**config.mk**
```make
export PLATFORM = sky130hd
export DESIGN_NAME = i2c_regwr_target
export DESIGN_NICKNAME = d
export VERILOG_FILES = /design/src/rtl/i2cw_pkg.sv /design/src/rtl/i2cw_sync.sv /design/src/rtl/i2cw_frame.sv /design/src/rtl/i2cw_regbank.sv /design/src/rtl/i2c_regwr_target.sv
export SDC_FILE = /design/constraint.sdc
export NUM_CORES = 1
export LEC_CHECK = 0
export BUFFER_PORTS_ARGS = -buffer_cell sky130_fd_sc_hd__buf_2
export CORE_ASPECT_RATIO = 1.2
export CORE_MARGIN = 4
export CORE_UTILIZATION = 29
export CTS_CLUSTER_DIAMETER = 80
export DETAILED_ROUTE_END_ITERATION = 8
export PLACE_DENSITY_LB_ADDON = 0.1
export SLEW_MARGIN = 20
export SYNTH_ARGS = -nofsm -noshare
export SYNTH_HDL_FRONTEND = slang
export SYNTH_SLANG_ARGS = --single-unit
```
**constraint.sdc**
```tcl
create_clock -name clk -period 2.2 [get_ports clk]
set_clock_uncertainty 0.05 [all_clocks]
set_input_delay 0.11 -clock clk [delete_from_list [all_inputs] [get_ports clk]]
set_output_delay 0.11 -clock clk [all_outputs]
set_load 0.1 [all_outputs]
```
**src/rtl/i2cw_pkg.sv**
```systemverilog
package i2cw_pkg;
  localparam int BYTE_W = 8;
  localparam int REG_W  = 2 * BYTE_W;

  typedef enum logic [2:0] {
    PH_IDLE,
    PH_ADDR,
    PH_PTR,
    PH_HI,
    PH_LO
  } phase_t;
endpackage

```
**src/rtl/i2cw_sync.sv**
```systemverilog
module i2cw_sync #(
  parameter int STAGES = 2
) (
  input  logic clk,
  input  logic rst,
  input  logic scl_i,
  input  logic sda_i,
  output logic sda_s,
  output logic scl_rise,
  output logic scl_fall,
  output logic start_det,
  output logic stop_det
);
  logic [STAGES-1:0] scl_ff, sda_ff;
  logic scl_q, sda_q, scl_s;

  genvar g;
  generate
    for (g = 0; g < STAGES; g++) begin : g_chain
      always_ff @(posedge clk) begin
        if (rst) begin
          scl_ff[g] <= 1'b1;
          sda_ff[g] <= 1'b1;
        end else if (g == 0) begin
          scl_ff[g] <= scl_i;
          sda_ff[g] <= sda_i;
        end else begin
          scl_ff[g] <= scl_ff[(g == 0) ? 0 : g-1];
          sda_ff[g] <= sda_ff[(g == 0) ? 0 : g-1];
        end
      end
    end
  endgenerate

  assign scl_s = scl_ff[STAGES-1];
  assign sda_s = sda_ff[STAGES-1];

  always_ff @(posedge clk) begin
    if (rst) begin
      scl_q <= 1'b1;
      sda_q <= 1'b1;
    end else begin
      scl_q <= scl_s;
      sda_q <= sda_s;
    end
  end

  assign scl_rise  = scl_s & ~scl_q;
  assign scl_fall  = ~scl_s & scl_q;
  assign start_det = scl_s & scl_q & sda_q & ~sda_s;
  assign stop_det  = scl_s & scl_q & ~sda_q & sda_s;
endmodule

```
**src/rtl/i2cw_frame.sv**
```systemverilog
module i2cw_frame
  import i2cw_pkg::*;
#(
  parameter logic [6:0] TGT_ADDR = 7'h2C
) (
  input  logic              clk,
  input  logic              rst,
  input  logic              sda_s,
  input  logic              scl_rise,
  input  logic              scl_fall,
  input  logic              start_det,
  input  logic              stop_det,
  output logic              sda_oe,
  output logic              wr_en,
  output logic [BYTE_W-1:0] wr_ptr,
  output logic [REG_W-1:0]  wr_data
);
  localparam logic [3:0] BITS_FULL = 4'(BYTE_W);

  phase_t            phase;
  logic [3:0]        bitcnt;
  logic [BYTE_W-1:0] shreg;
  logic [BYTE_W-1:0] hi_byte;
  logic              in_ack;
  logic              commit_pend;

  always_ff @(posedge clk) begin
    if (rst) begin
      phase       <= PH_IDLE;
      bitcnt      <= '0;
      shreg       <= '0;
      hi_byte     <= '0;
      in_ack      <= 1'b0;
      commit_pend <= 1'b0;
      sda_oe      <= 1'b0;
      wr_en       <= 1'b0;
      wr_ptr      <= '0;
      wr_data     <= '0;
    end else begin
      wr_en <= 1'b0;
      if (start_det || stop_det) begin
        phase       <= start_det ? PH_ADDR : PH_IDLE;
        bitcnt      <= '0;
        in_ack      <= 1'b0;
        commit_pend <= 1'b0;
        sda_oe      <= 1'b0;
      end else if (phase != PH_IDLE) begin
        if (scl_rise && !in_ack && bitcnt < BITS_FULL) begin
          shreg  <= {shreg[BYTE_W-2:0], sda_s};
          bitcnt <= bitcnt + 4'd1;
        end else if (scl_fall && in_ack) begin
          in_ack <= 1'b0;
          sda_oe <= 1'b0;
          bitcnt <= '0;
          if (commit_pend) begin
            wr_en       <= 1'b1;
            commit_pend <= 1'b0;
          end
        end else if (scl_fall && bitcnt == BITS_FULL) begin
          in_ack <= 1'b1;
          sda_oe <= 1'b1;
          case (phase)
            PH_ADDR: begin
              if (shreg[BYTE_W-1:1] == TGT_ADDR && !shreg[0]) begin
                phase <= PH_PTR;
              end else begin
                phase  <= PH_IDLE;
                in_ack <= 1'b0;
                sda_oe <= 1'b0;
              end
            end
            PH_PTR: begin
              wr_ptr <= shreg;
              phase  <= PH_HI;
            end
            PH_HI: begin
              hi_byte <= shreg;
              phase   <= PH_LO;
            end
            PH_LO: begin
              wr_data     <= {hi_byte, shreg};
              commit_pend <= 1'b1;
              phase       <= PH_PTR;
            end
            default: begin
              phase  <= PH_IDLE;
              in_ack <= 1'b0;
              sda_oe <= 1'b0;
            end
          endcase
        end
      end
    end
  end


  ack_on_fall_chk: assert property (@(posedge clk) disable iff (rst)
    $rose(sda_oe) |-> $past(scl_fall));


  idle_quiet_chk: assert property (@(posedge clk) disable iff (rst)
    (phase == PH_IDLE) |-> !sda_oe);


  commit_after_ack_chk: assert property (@(posedge clk) disable iff (rst)
    wr_en |-> $past(sda_oe));


  wr_pulse_chk: assert property (@(posedge clk) disable iff (rst)
    wr_en |=> !wr_en);
endmodule

```
**src/rtl/i2cw_regbank.sv**
```systemverilog
module i2cw_regbank
  import i2cw_pkg::*;
#(
  parameter int NREG = 4
) (
  input  logic                  clk,
  input  logic                  rst,
  input  logic                  wr_en,
  input  logic [BYTE_W-1:0]     wr_idx,
  input  logic [REG_W-1:0]      wr_data,
  output logic [NREG*REG_W-1:0] regs_o
);
  genvar g;
  generate
    for (g = 0; g < NREG; g++) begin : g_reg
      logic [REG_W-1:0] r;
      always_ff @(posedge clk) begin
        if (rst)                                 r <= '0;
        else if (wr_en && wr_idx == BYTE_W'(g))  r <= wr_data;
      end
      assign regs_o[g*REG_W +: REG_W] = r;
    end
  endgenerate


  bank_hold_chk: assert property (@(posedge clk) disable iff (rst)
    !wr_en |=> $stable(regs_o));


  oor_nochange_chk: assert property (@(posedge clk) disable iff (rst)
    (wr_en && wr_idx >= BYTE_W'(NREG)) |=> $stable(regs_o));
endmodule

```
**src/rtl/i2c_regwr_target.sv**
```systemverilog
module i2c_regwr_target
  import i2cw_pkg::*;
#(
  parameter logic [6:0] TGT_ADDR    = 7'h2C,
  parameter int         NREG        = 4,
  parameter int         SYNC_STAGES = 2
) (
  input  logic                  clk,
  input  logic                  rst,
  input  logic                  scl_i,
  input  logic                  sda_i,
  output logic                  sda_oe,
  output logic [NREG*REG_W-1:0] regs_o
);
  logic              sda_s, scl_rise, scl_fall, start_det, stop_det;
  logic              wr_en;
  logic [BYTE_W-1:0] wr_ptr;
  logic [REG_W-1:0]  wr_data;

  i2cw_sync #(.STAGES(SYNC_STAGES)) u_sync (
    .clk(clk), .rst(rst), .scl_i(scl_i), .sda_i(sda_i),
    .sda_s(sda_s), .scl_rise(scl_rise), .scl_fall(scl_fall),
    .start_det(start_det), .stop_det(stop_det)
  );

  i2cw_frame #(.TGT_ADDR(TGT_ADDR)) u_frame (
    .clk(clk), .rst(rst), .sda_s(sda_s), .scl_rise(scl_rise),
    .scl_fall(scl_fall), .start_det(start_det), .stop_det(stop_det),
    .sda_oe(sda_oe), .wr_en(wr_en), .wr_ptr(wr_ptr), .wr_data(wr_data)
  );

  i2cw_regbank #(.NREG(NREG)) u_bank (
    .clk(clk), .rst(rst), .wr_en(wr_en), .wr_idx(wr_ptr),
    .wr_data(wr_data), .regs_o(regs_o)
  );
endmodule

```
Word level (Yosys, flattened, before mapping). Cells that the tools add are included.

$add $sub $neg: 1. $mul: 0. Div/mod/pow operators: 0. Order comparisons: 1. Eq/ne operators: 11. Shift-type cells: 0. Muxes and demuxes: 18. Bitwise operators: 15. Reductions and logical operators: 30.

Operators with widths (count): 6-bit AND reduction (3); 8-bit by 2-bit == test with 1-bit output, second input constant (2); 3-bit 2-to-1 mux (5); 3-bit one-hot mux with 4 select lines (1); 2-bit nonzero test (5); 1-bit logical AND (9); 8-bit by 1-bit == test with 1-bit output, second input constant (1); 8-bit logical NOT (1); 1-bit 2-to-1 mux (8); 4-bit 2-to-1 mux (2); 1-bit inverter (8); 4-bit AND reduction (2); 1-bit AND (7); 7-bit by 6-bit == test with 1-bit output, second input constant (1); 3-bit by 2-bit == test with 1-bit output, second input constant (2); 3-bit AND reduction (2); 5-bit OR reduction (1); 4-bit by 1-bit adder with 4-bit output, second input constant (1); 4-bit == test, second input constant (1); 4-bit less-than comparator, second input constant (1); 2-bit by 1-bit inequality test with 1-bit output, second input constant (2); 3-bit by 1-bit == test with 1-bit output, second input constant (1); 3-bit == test, second input constant (1); 3-bit nonzero test (1); 7 further kinds (8).

Bits in registers: 120. Latch bits: 0. RAM bits: 0. Memory bits (read-only): 0. Input port bits: 4. Output and inout port bits: 65. Word-level logic and storage cells: 95. Memories: 0.

Longest topological paths before layout. Gate-level depths: netlist of the first run.

Word-level depth: 9. Gate-level depth with buffers: 8.

Modules after synthesis. From an unflattened synthesis of the first run, not the netlist that was laid out.

Cells, all modules: 462. Area, all modules: 4845.9 µm².

Modules (own cells, without submodules): i2cw_regbank (times used 1, cells an instance 229, area an instance 2635.0 µm², sequential area each 1281.2 µm²); i2cw_frame (times used 1, cells an instance 217, area an instance 2020.7 µm², sequential area each 1001.0 µm²); i2cw_sync (times used 1, cells an instance 16, area an instance 190.2 µm², sequential area each 120.1 µm²).

Worst setup path after synthesis of the first run. No wires, ideal clock.

Kind: reg2reg. Start: reg, netlist name u_frame.sda_oe. End: reg u_frame.wr_data[10]. Arrival time: 1.976 ns. Setup slack: 0.104 ns. Cell stages (with the launch flop): 6. Period minus slack after synthesis: 2.096 ns. Path through: dfxtp_1 -> and4bb_2 -> nand3_1 -> clkbuf_1 -> nand2_1 -> a21oi_1.

RTL lines: end signal: assignment (line i2cw_frame.sv:81) `wr_data <= {hi_byte, shreg};`; end: declaration (line i2cw_frame.sv:16) `output logic [REG_W-1:0] wr_data`.

Worst setup path after layout of the first run.
Start: reg u_frame.wr_ptr[5]. End: reg u_bank.g_reg[3].r[4].

Word-level cells in the longest chain between the ends: 2.

RTL lines: start: declaration (line i2cw_frame.sv:15) `output logic [BYTE_W-1:0] wr_ptr,`; start signal: assignment (line i2cw_frame.sv:73) `wr_ptr <= shreg;`; 8-bit by 2-bit == test with 1-bit output (line i2cw_regbank.sv:19) `else if (wr_en && wr_idx == BYTE_W'(g)) r <= wr_data;`; 1-bit logical AND (line i2cw_regbank.sv:19); end signal: assignment (line i2cw_regbank.sv:19); end: declaration (line i2cw_regbank.sv:16) `logic [REG_W-1:0] r;`.

No other way between the ends. A chain may end at the register's enable or synchronous reset.

==> results_dict.tcl, run 1 <==
set metrics [dict create \
    async_flop_share 0 \
    grt_max_degree 64 \
    drc 0 \
    dr.pass1.iters 4 \
    synth_top_family_by_area "simple AND/OR/NAND/NOR gates" \
    die_area_mm2 0.0174 \
    synth_seq_area_share 0.541 \
    fin_hold_ws_ns 0.165 \
    postRouteAntennaNets 0 \
    met3_length_um 432 \
    placed_cells 743 \
    synthSimpleGateAreaFrac 0.222 \
    ys_warn_count 0 \
    area_delta_synth_final_pct 26.6 \
    leakagePower_nw 2.54 \
    fmax_mhz 571 \
    die_w_um 121 \
    viasPerCell 4.45 \
    cpMaxStageDelayCell "nor4b_4" \
    core_mm2 0.0150 \
    hp-start "rst" \
    totalWireLength_um 11000 \
    period_needed_ns 1.75 \
    worst_setup_path_end_kind "flip-flop" \
    grt_pass1_wl_um 17900 \
    synth_edf_count 0 \
    r2r_slack_ns 0.45 \
    pwr_density_cell_mw_per_mm2 911 \
    syn_area_per_cell_um2 9.09 \
    timing.rr.end "u_bank.g_reg[3].r[4]$_SDFFE_PP0P_" \
    portBuffers 68 \
    netlist_area_mm2 0.00444 \
    synth_top_area_cell "dfxtp_1" \
    cts_sinks 120 \
    die-height_um 144 \
    drtIter0Drc 157 \
    timing.final.crit_share 0.797 \
    critPathLaunchType "flip-flop" \
    synth_compound_area_frac 0.0801 \
    cp_max_fo 16 \
    setup_viol 0 \
    hp-class "input port to flip-flop" \
    postCtsHoldBufs 2 \
    synth.distinct_cells 39 \
    ys_ff_latch 120 \
    grt_util_all_layers 0.133 \
    grt_pass1_vias 3354 \
    dp.final_hpwl_um 7570 \
    status "completed" \
    post_cts.repair.setup_buffers 0 \
    n_antenna_cell 0 \
    cp_slowest_stage_delay_ns 0.45 \
    hold_viol 0 \
    clk_latency_ns 0.41 \
    syn_nets 494 \
    synth_cells 488 \
    min_to "u_frame.hi_byte[2]$_SDFFE_PP0P_" \
    reg2reg_depth 4 \
    gp_congestion 0.750 \
    synth_ff_type "dfxtp_1" \
    layout.cells.non_filler 777 \
    rsz0062_at_grt "false" \
    clock_path_buffers 2 \
    avgRoutedWirePerCell_um 14.2 \
    synth_fa_ha_area_frac 0.00564 \
    worst_slew_pin_slew_ns 0.658 \
    reg2reg_from "u_frame.wr_ptr[5]$_SDFFE_PP0P_" \
    worst_slack_ns 0.448 \
    cts_resized 0 \
    peakVddDrop_uv 419 \
    drv_cap 0 \
    cts_tree "built" \
    clk_pin_slew_ns 0.05 \
    yosys-top-cells-area "dfxtp_1 54%, mux2i_1 11%, nand2_1 10%" \
    place_ws_ns 0.433 \
    worstPathArrival_ns 1.96 \
    synth_mux_area_frac 0.108 \
    cp_cell_sequence "nor4b_4 -> nand4_4 -> mux2i_1 -> nor2_1" \
    setup_tns_ns 0 \
    relSlewSlack 0.562 \
    drive_gt1_frac 0.209 \
    nets 566 \
    slew_viol_final 0 \
    yosys.area_share.xor_xnor 0.00395 \
    ios 69 \
    fp-row-count 49 \
    grt_remaining_overflow 0 \
    via_count 3456 \
    hold_path_depth 2 \
    htree_levels 4 \
    numCtsBuffers 17 \
    top_layer_used "met4" \
    dr_wl_met2_um 5580 \
    total_power_mw 5.12 \
    wl_met1_um 4910 \
    antenna_found_initial 0 \
    start_util 0.295 \
    crit_type "flip-flop to flip-flop" \
    fillers 1544 \
    worstPathRequired_ns 2.41 \
    cts_root_buffer "clkbuf_16" \
    synth_top_area_share 0.541 \
]
-- worst max-delay path by stage --
| stage | start | endpoint | slack [ns] | depth (start not counted) |
|---|---|---|---|---|
| 3_5_place_dp | u_frame.wr_ptr[5]$_SDFFE_PP0P_ | u_bank.g_reg[3].r[4]$_SDFFE_PP0P_ | 0.43 | 4 |
| 6_report | u_frame.wr_ptr[5]$_SDFFE_PP0P_ | u_bank.g_reg[3].r[4]$_SDFFE_PP0P_ | 0.45 | 4 |
| 4_1_cts | u_frame.wr_ptr[5]$_SDFFE_PP0P_ | u_bank.g_reg[3].r[4]$_SDFFE_PP0P_ | 0.42 | 4 |
| 3_3_place_gp | u_frame.wr_ptr[5]$_SDFFE_PP0P_ | u_bank.g_reg[3].r[5]$_SDFFE_PP0P_ | 0.50 | 4 |
| 5_1_grt | u_frame.wr_ptr[5]$_SDFFE_PP0P_ | u_bank.g_reg[3].r[3]$_SDFFE_PP0P_ | 0.31 | 4 |
| 2_1_floorplan | u_frame.sda_oe$_SDFFE_PP0P_ | u_frame.wr_data[10]$_SDFFE_PP0P_ | 0.10 | 5 |
-- metal layers --
layer  up-vias  global-route usage
li1       1777                   -
met1      1608               0.159
met2        62               0.226
met3         9              0.0386
met4         0              0.0483
met5         -                   0
-- cell usage in the layout, fill, tap and decap left out, types with 2 or more instances in the layout --
cell and n:
o21ai_0 3, nor4b_1 2, buf_2 67, or2_2 6
dlygate4sd3_1 2, clkbuf_1 3, nand4_1 2, nor3_1 2
clkinv_2 3, a21oi_1 62, bufinv_16 3, clkbuf_16 17
buf_4 13, ha_1 2, inv_1 2, nand2b_1 2
nand3_1 6, nand3b_1 3, nor2b_1 2, clkbuf_8 5
nand4b_1 4, a31oi_1 2, xor2_1 2, nor2_1 55
nand2_1 118, dfxtp_1 120, mux2i_1 48
-- flip-flops by register name, indices dropped and copies added (netlist names), 3 cells and up --
name	flops
u_frame.shreg	8
u_frame.wr_data	16
u_frame.bitcnt	4
u_bank.g.r	64
u_frame.wr_ptr	8
u_frame.hi_byte	8
u_frame.phase	3
-- per-stage QoR --
step	instance area [um^2]	utilization
global placement	4980	0.332
CTS	5620	0.374
detailed placement	4980	0.332
global route	5620	0.374
floorplan	4440	-
finish	5620	0.374
-- power by group --
part / internal (mW) / switching [mW]
registers: 2.18 / 0.00580
logic: 0.0176 / 0.0439
clock network: 1.93 / 0.939
total: 4.13 / 0.989
-- cells in the mapped netlist (3+ instances only) --
| cell | n |
|---|---|
| buf_2 | 6 |
| buf_6 | 4 |
| nand2_1 | 118 |
| clkbuf_1 | 15 |
| dfxtp_1 | 120 |
| mux2i_1 | 48 |
| nand3b_1 | 3 |
| buf_4 | 4 |
| nand3_1 | 6 |
| a21oi_1 | 62 |
| nor2_1 | 55 |
| o21ai_0 | 3 |
| or2_2 | 6 |
| nand4b_1 | 4 |
-- worst max-delay path, delay by kind of cell (launching register included) --
family | cells | cell delay (ns)
muxes | 1 | 0.29
and+or+nand+nor | 3 | 0.94
DFF | 1 | 0.33
-- logic make-up after synthesis --
group / after synthesis
flip-flops: 120
buffers and inverters: 32
AND/OR/NAND/NOR: 215
XOR/XNOR: 2
multiplexers: 48
adder cells (fa/ha/maj): 2
AO/OA/AOI/OAI: 69
-- final cells by class --
type | instances | area, um^2 | area share
multi-input cells | 336 | 1860 | 0.331
inverters | 2 | 7.51 | 0.00134
flip-flops and latches | 120 | 2400 | 0.428
clock inverters | 7 | 114 | 0.0203
clock buffers | 25 | 505 | 0.0900
repair buffers | 83 | 473 | 0.0842
well taps | 204 | 255 | 0.0454
(Power assumes the default switching activity.)
==> run 2, diff against run 1 <==
==> constraint.sdc (replaced) <==
create_clock -name clk -period 1.5 [get_ports clk]
set_clock_uncertainty 0.05 [all_clocks]
set_input_delay 0.075 -clock clk [delete_from_list [all_inputs] [get_ports clk]]
set_output_delay 0.075 -clock clk [all_outputs]
set_load 0.1 [all_outputs]
==> results_dict.tcl, run 2 (synthesis gave the netlist of run 1 again) <==
set metrics [dict create \
    n_antenna_cell 0 \
    final_core_util 0.417 \
    placed_cells 774 \
    seq_area_mm2 0.00241 \
    peakVddDrop_uv 596 \
    avgRoutedWirePerCell_um 14.6 \
    slew_viol_final 0 \
    place_ws_ns -0.129 \
    worstPathRequired_ns 1.74 \
    setup_viol 40 \
    mostFrequentLayoutCells "114 x dfxtp_1, 103 x nand2_1, 67 x buf_2" \
    timing.final.crit_share 1.02 \
    crit_type "flip-flop to flip-flop" \
    totalWireLength_um 11900 \
    worstPathArrival_ns 1.77 \
    numCtsBuffers 17 \
    grt_remaining_overflow 0 \
    via_count 3669 \
    worst_slack_ns -0.0309 \
    drive_gt1_frac 0.343 \
    reg_top3 "u_bank.g.r: 64 flops, u_frame.wr_data: 16 flops" \
    drv_cap 0 \
    largest-register "u_bank.g.r" \
    worst_slew_pin_slew_ns 0.499 \
    clock_path_buffers 2 \
    violations "setup timing" \
    cts_root_buffer "clkbuf_16" \
    area_delta_synth_final_pct 41.0 \
    hold_viol 0 \
    leakagePower_nw 2.97 \
    final_common_cell "dfxtp_1" \
    worst_setup_path_end_kind "flip-flop" \
    htree_levels 4 \
    pwr_density_cell_mw_per_mm2 1240 \
    viasPerCell 4.51 \
    hold_path_depth 2 \
    relSlewSlack 0.670 \
    grt_pass1_vias 3647 \
    postRouteAntennaNets 0 \
    cts_tree "built" \
    clk_pin_slew_ns 0.05 \
    die-height_um 144 \
    hp-class "input port to flip-flop" \
    grt_util_all_layers 0.142 \
    antenna_found_initial 0 \
    portBuffers 68 \
    multi_input_area_mm2 0.00208 \
    rsz0062_at_grt "true" \
    cp_max_fo 10 \
    clk_latency_ns 0.42 \
    ios 69 \
    gp_congestion 0.753 \
    dp.final_hpwl_um 8240 \
    reg2reg_depth 6 \
    fin_hold_ws_ns 0.0301 \
    start_util 0.295 \
    total_power_mw 7.76 \
    grt_pass1_wl_um 19000 \
    core_mm2 0.0150 \
    dr.pass1.iters 4 \
    period_needed_ns 1.53 \
    fmax_mhz 653 \
    grt_max_degree 59 \
    die_w_um 121 \
    fp-row-count 49 \
    largest_reg_flops 64 \
    die_area_mm2 0.0174 \
    status "finished, violations left" \
    critPathLaunchType "flip-flop" \
    cts_sinks 120 \
    drtIter0Drc 152 \
    fillers 1506 \
    drc 0 \
    nets 602 \
    layout.cells.non_filler 813 \
]
## run 2: cell types whose count changed in the layout (fill, tap and decap cells not counted), moves of 5 or more
cell     before  now
dfxtp_1     120  114
buf_6         0    5
nand2_4       0   11
a21oi_2       0   18
buf_4        13   38
nand2_1     118  103
buf_12        1    6
a21oi_1      62   44
dfxtp_2       0    5
## run 2: cell type report
cell class,count,area share
clock inverters,11,0.0266
inverters,2,0.00120
clock buffers,21,0.0786
well taps,204,0.0408
multi-input cells,336,0.333
repair buffers,119,0.135
flip-flops and latches,120,0.386
## run 2: power breakdown
group	internal [mW]	leakage, nW	total [mW]	switching, mW
registers	3.20	0.971	3.20	0.00750
clock network	3.00	0.316	4.45	1.44
logic	0.0398	1.68	0.116	0.0761
total	6.24	2.97	7.76	1.53
## run 2: per-stage QoR
step	area, um^2	setup TNS, ns
floorplan	4480	-1.01
global placement	5280	-1.33
detailed placement	5280	-2.34
CTS	6010	-0.806
global route	6260	-7.09
finish	6260	-0.419
## run 2: worst paths after layout
check,from,to,slack (ns)
worst min register to register,u_sync.scl_ff[0]$_SDFF_PP1_,u_sync.scl_s$_SDFF_PP1_,0.36
worst max register to register,u_frame.wr_ptr[7]$_SDFFE_PP0P_,u_bank.g_reg[3].r[6]$_SDFFE_PP0P_,-0.03
worst max-delay path,u_frame.wr_ptr[7]$_SDFFE_PP0P_,u_bank.g_reg[3].r[6]$_SDFFE_PP0P_,-0.03
worst min-delay path,rst,u_bank.g_reg[1].r[2]$_SDFFE_PP0P_,0.03
## run 2: per-layer routing
metal	track usage	share of wire
met4	0.0549	0.016
met5	0	0
met1	0.167	0.44
met3	0.0417	0.037
met2	0.246	0.51
## run 2: timing repair
action,in CTS,in global routing
endpoints found under the setup margin,71,102
hold buffers,2,0
gates resized for setup,10,55
hold endpoints to repair,2,0
pin swaps,2,30
gates cloned,0,1
buffers inserted,2,2
## run 2: worst max-delay path, stage by stage, from the launching register on
cell and delay [ns]:
dfxtp_2 0.33, nor4b_4 0.29, buf_4 0.19, nand4_4 0.13, buf_12 0.19, mux2i_2 0.17
nor2_1 0.05
==> run 3, diff against run 2 <==
--- a/config.mk
+++ b/config.mk
@@ -6,7 +6,6 @@
 export NUM_CORES = 1
 export LEC_CHECK = 0
 export BUFFER_PORTS_ARGS = -buffer_cell sky130_fd_sc_hd__buf_2
-export CORE_ASPECT_RATIO = 1.2
 export CORE_MARGIN = 4
 export CORE_UTILIZATION = 29
 export CTS_CLUSTER_DIAMETER = 80
==> results_dict.tcl, run 3 (synthesis gave the netlist of run 1 again) <==
set metrics [dict create \
    status "finished, violations left" \
    violations "setup timing" \
    start_util 0.301 \
    clock_path_buffers 2 \
    final_area_mm2 0.00601 \
    relSlewSlack 0.668 \
    drive_gt1_frac 0.294 \
    crit_type "flip-flop to flip-flop" \
    dp.final_hpwl_um 7770 \
    gp_congestion 0.768 \
    largest_reg_flops 64 \
    worst_slew_pin_slew_ns 0.501 \
    drc 0 \
    hp-class "flip-flop to flip-flop" \
    postRouteAntennaNets 0 \
    die-height_um 132 \
    die_area_mm2 0.0173 \
    fmax_mhz 638 \
    cp_max_fo 6 \
    grt_max_degree 97 \
    fp-row-count 44 \
    peakVddDrop_uv 770 \
    reg_top3 "u_bank.g.r: 64 flops, u_frame.wr_data: 16 flops" \
    reg2reg_from "u_frame.wr_ptr[7]$_SDFFE_PP0P_" \
    cts_tree "built" \
    htree_levels 4 \
    drv_cap 0 \
    leakagePower_nw 2.75 \
    setup_viol 57 \
    largest-register "u_bank.g.r" \
    grt_remaining_overflow 0 \
    crit_start "u_frame.wr_ptr[7]$_SDFFE_PP0P_" \
    totalWireLength_um 11300 \
    n_antenna_cell 0 \
    pwr_density_cell_mw_per_mm2 1220 \
    dr.pass1.iters 4 \
    post_dp_cell_area_mm2 0.00521 \
    clk_pin_slew_ns 0.05 \
    worst_setup_path_end_kind "flip-flop" \
    mostFrequentLayoutCells "112 x nand2_1, 111 x dfxtp_1, 67 x buf_2" \
    hold_viol 0 \
    cts_root_buffer "clkbuf_16" \
    grt_pass1_vias 3581 \
    nets 599 \
    die_w_um 132 \
    hp-start "u_sync.scl_ff[0]$_SDFF_PP1_" \
    grt_util_all_layers 0.137 \
    period_needed_ns 1.57 \
    final_common_cell "nand2_1" \
    critPathLaunchType "flip-flop" \
    rsz0062_at_grt "true" \
    worst_slack_ns -0.0664 \
    core_mm2 0.0148 \
    viasPerCell 4.57 \
    clk_latency_ns 0.41 \
    portBuffers 68 \
    avgRoutedWirePerCell_um 14.4 \
    fillers 1479 \
    drtIter0Drc 176 \
    timing.final.crit_share 1.04 \
    r2r_slack_ns -0.07 \
    ios 69 \
    antenna_found_initial 0 \
    numCtsBuffers 17 \
    grt_pass1_wl_um 18900 \
    cts_sinks 120 \
    total_power_mw 7.35 \
    worstPathArrival_ns 1.85 \
    worstPathRequired_ns 1.79 \
    area_delta_synth_final_pct 35.4 \
    via_count 3614 \
    slew_viol_final 0 \
]
==> run 3: cell types whose count changed in the layout (fill, tap and decap cells not counted), moves of 6 or more <==
cell | previous run | this run
a21oi_2 | 18 | 1
buf_6 | 5 | 11
a21oi_1 | 44 | 61
nand2_1 | 103 | 112
buf_4 | 38 | 28
nand2_4 | 11 | 1
==> run 3: power breakdown <==
| group | switching [mW] | internal, mW | leakage (nW) |
|---|---|---|---|
| clock network | 1.38 | 2.65 | 0.289 |
| registers | 0.00734 | 3.20 | 0.972 |
| logic | 0.0728 | 0.0430 | 1.49 |
| total | 1.46 | 5.90 | 2.75 |
==> run 3: layer usage <==
layer | part of all wire | wire length, um | vias up | GRT usage
met5 | 0 | 0 | - | 0
met4 | 0.014 | 159 | 0 | 0.0455
met3 | 0.043 | 488 | 15 | 0.0463
met2 | 0.47 | 5330 | 71 | 0.217
met1 | 0.47 | 5370 | 1678 | 0.175
li1 | - | - | 1850 | -
==> run 3: final timing paths <==
check	endpoint	depth (start not counted)
max	u_bank.g_reg[2].r[5]$_SDFFE_PP0P_	6
min	u_sync.scl_s$_SDFF_PP1_	1
max reg2reg	u_bank.g_reg[2].r[5]$_SDFFE_PP0P_	6
min reg2reg	u_sync.scl_s$_SDFF_PP1_	1
==> run 3: stage by stage <==
step                      hold slack [ns]  TNS, ns  setup WS (ns)  utilization  instances
after CTS                           0.357    -2.75        -0.0872        0.402        789
after detailed placement            0.211    -3.75         -0.114        0.353        749
after global routing                0.373    -8.08         -0.154        0.407        790
after global placement              0.210    -2.44        -0.0714        0.353        749
final                               0.356    -2.14        -0.0664        0.407        790
after floorplan                     0.129    -1.01        -0.0458            -        488
==> run 3: area by class of cell <==
class	count	area, um^2	area share
clock inverter	7	90.1	0.0150
inverter	2	7.51	0.00125
multi-input combinational	336	1940	0.323
sequential	120	2420	0.402
clock buffer	25	505	0.0841
tap	184	230	0.0383
timing repair buffer	116	820	0.136
==> run 3: what timing repair did <==
item | 4_1_cts | 5_1_grt
resized for setup | 21 | 19
cloned | 1 | 0
buffers inserted | 2 | 1
hold buffers | 5 | 0
hold endpoints to repair | 14 | 0
endpoints found under the setup margin | 86 | 109
pin swaps | 13 | 9
==> run 3: worst max-delay path, stage by stage (launching register included) <==
cell	delay, ns
dfxtp_2	0.33
nor4b_4	0.32
buf_4	0.19
and4b_2	0.28
buf_6	0.14
nand2_1	0.06
a21oi_1	0.12
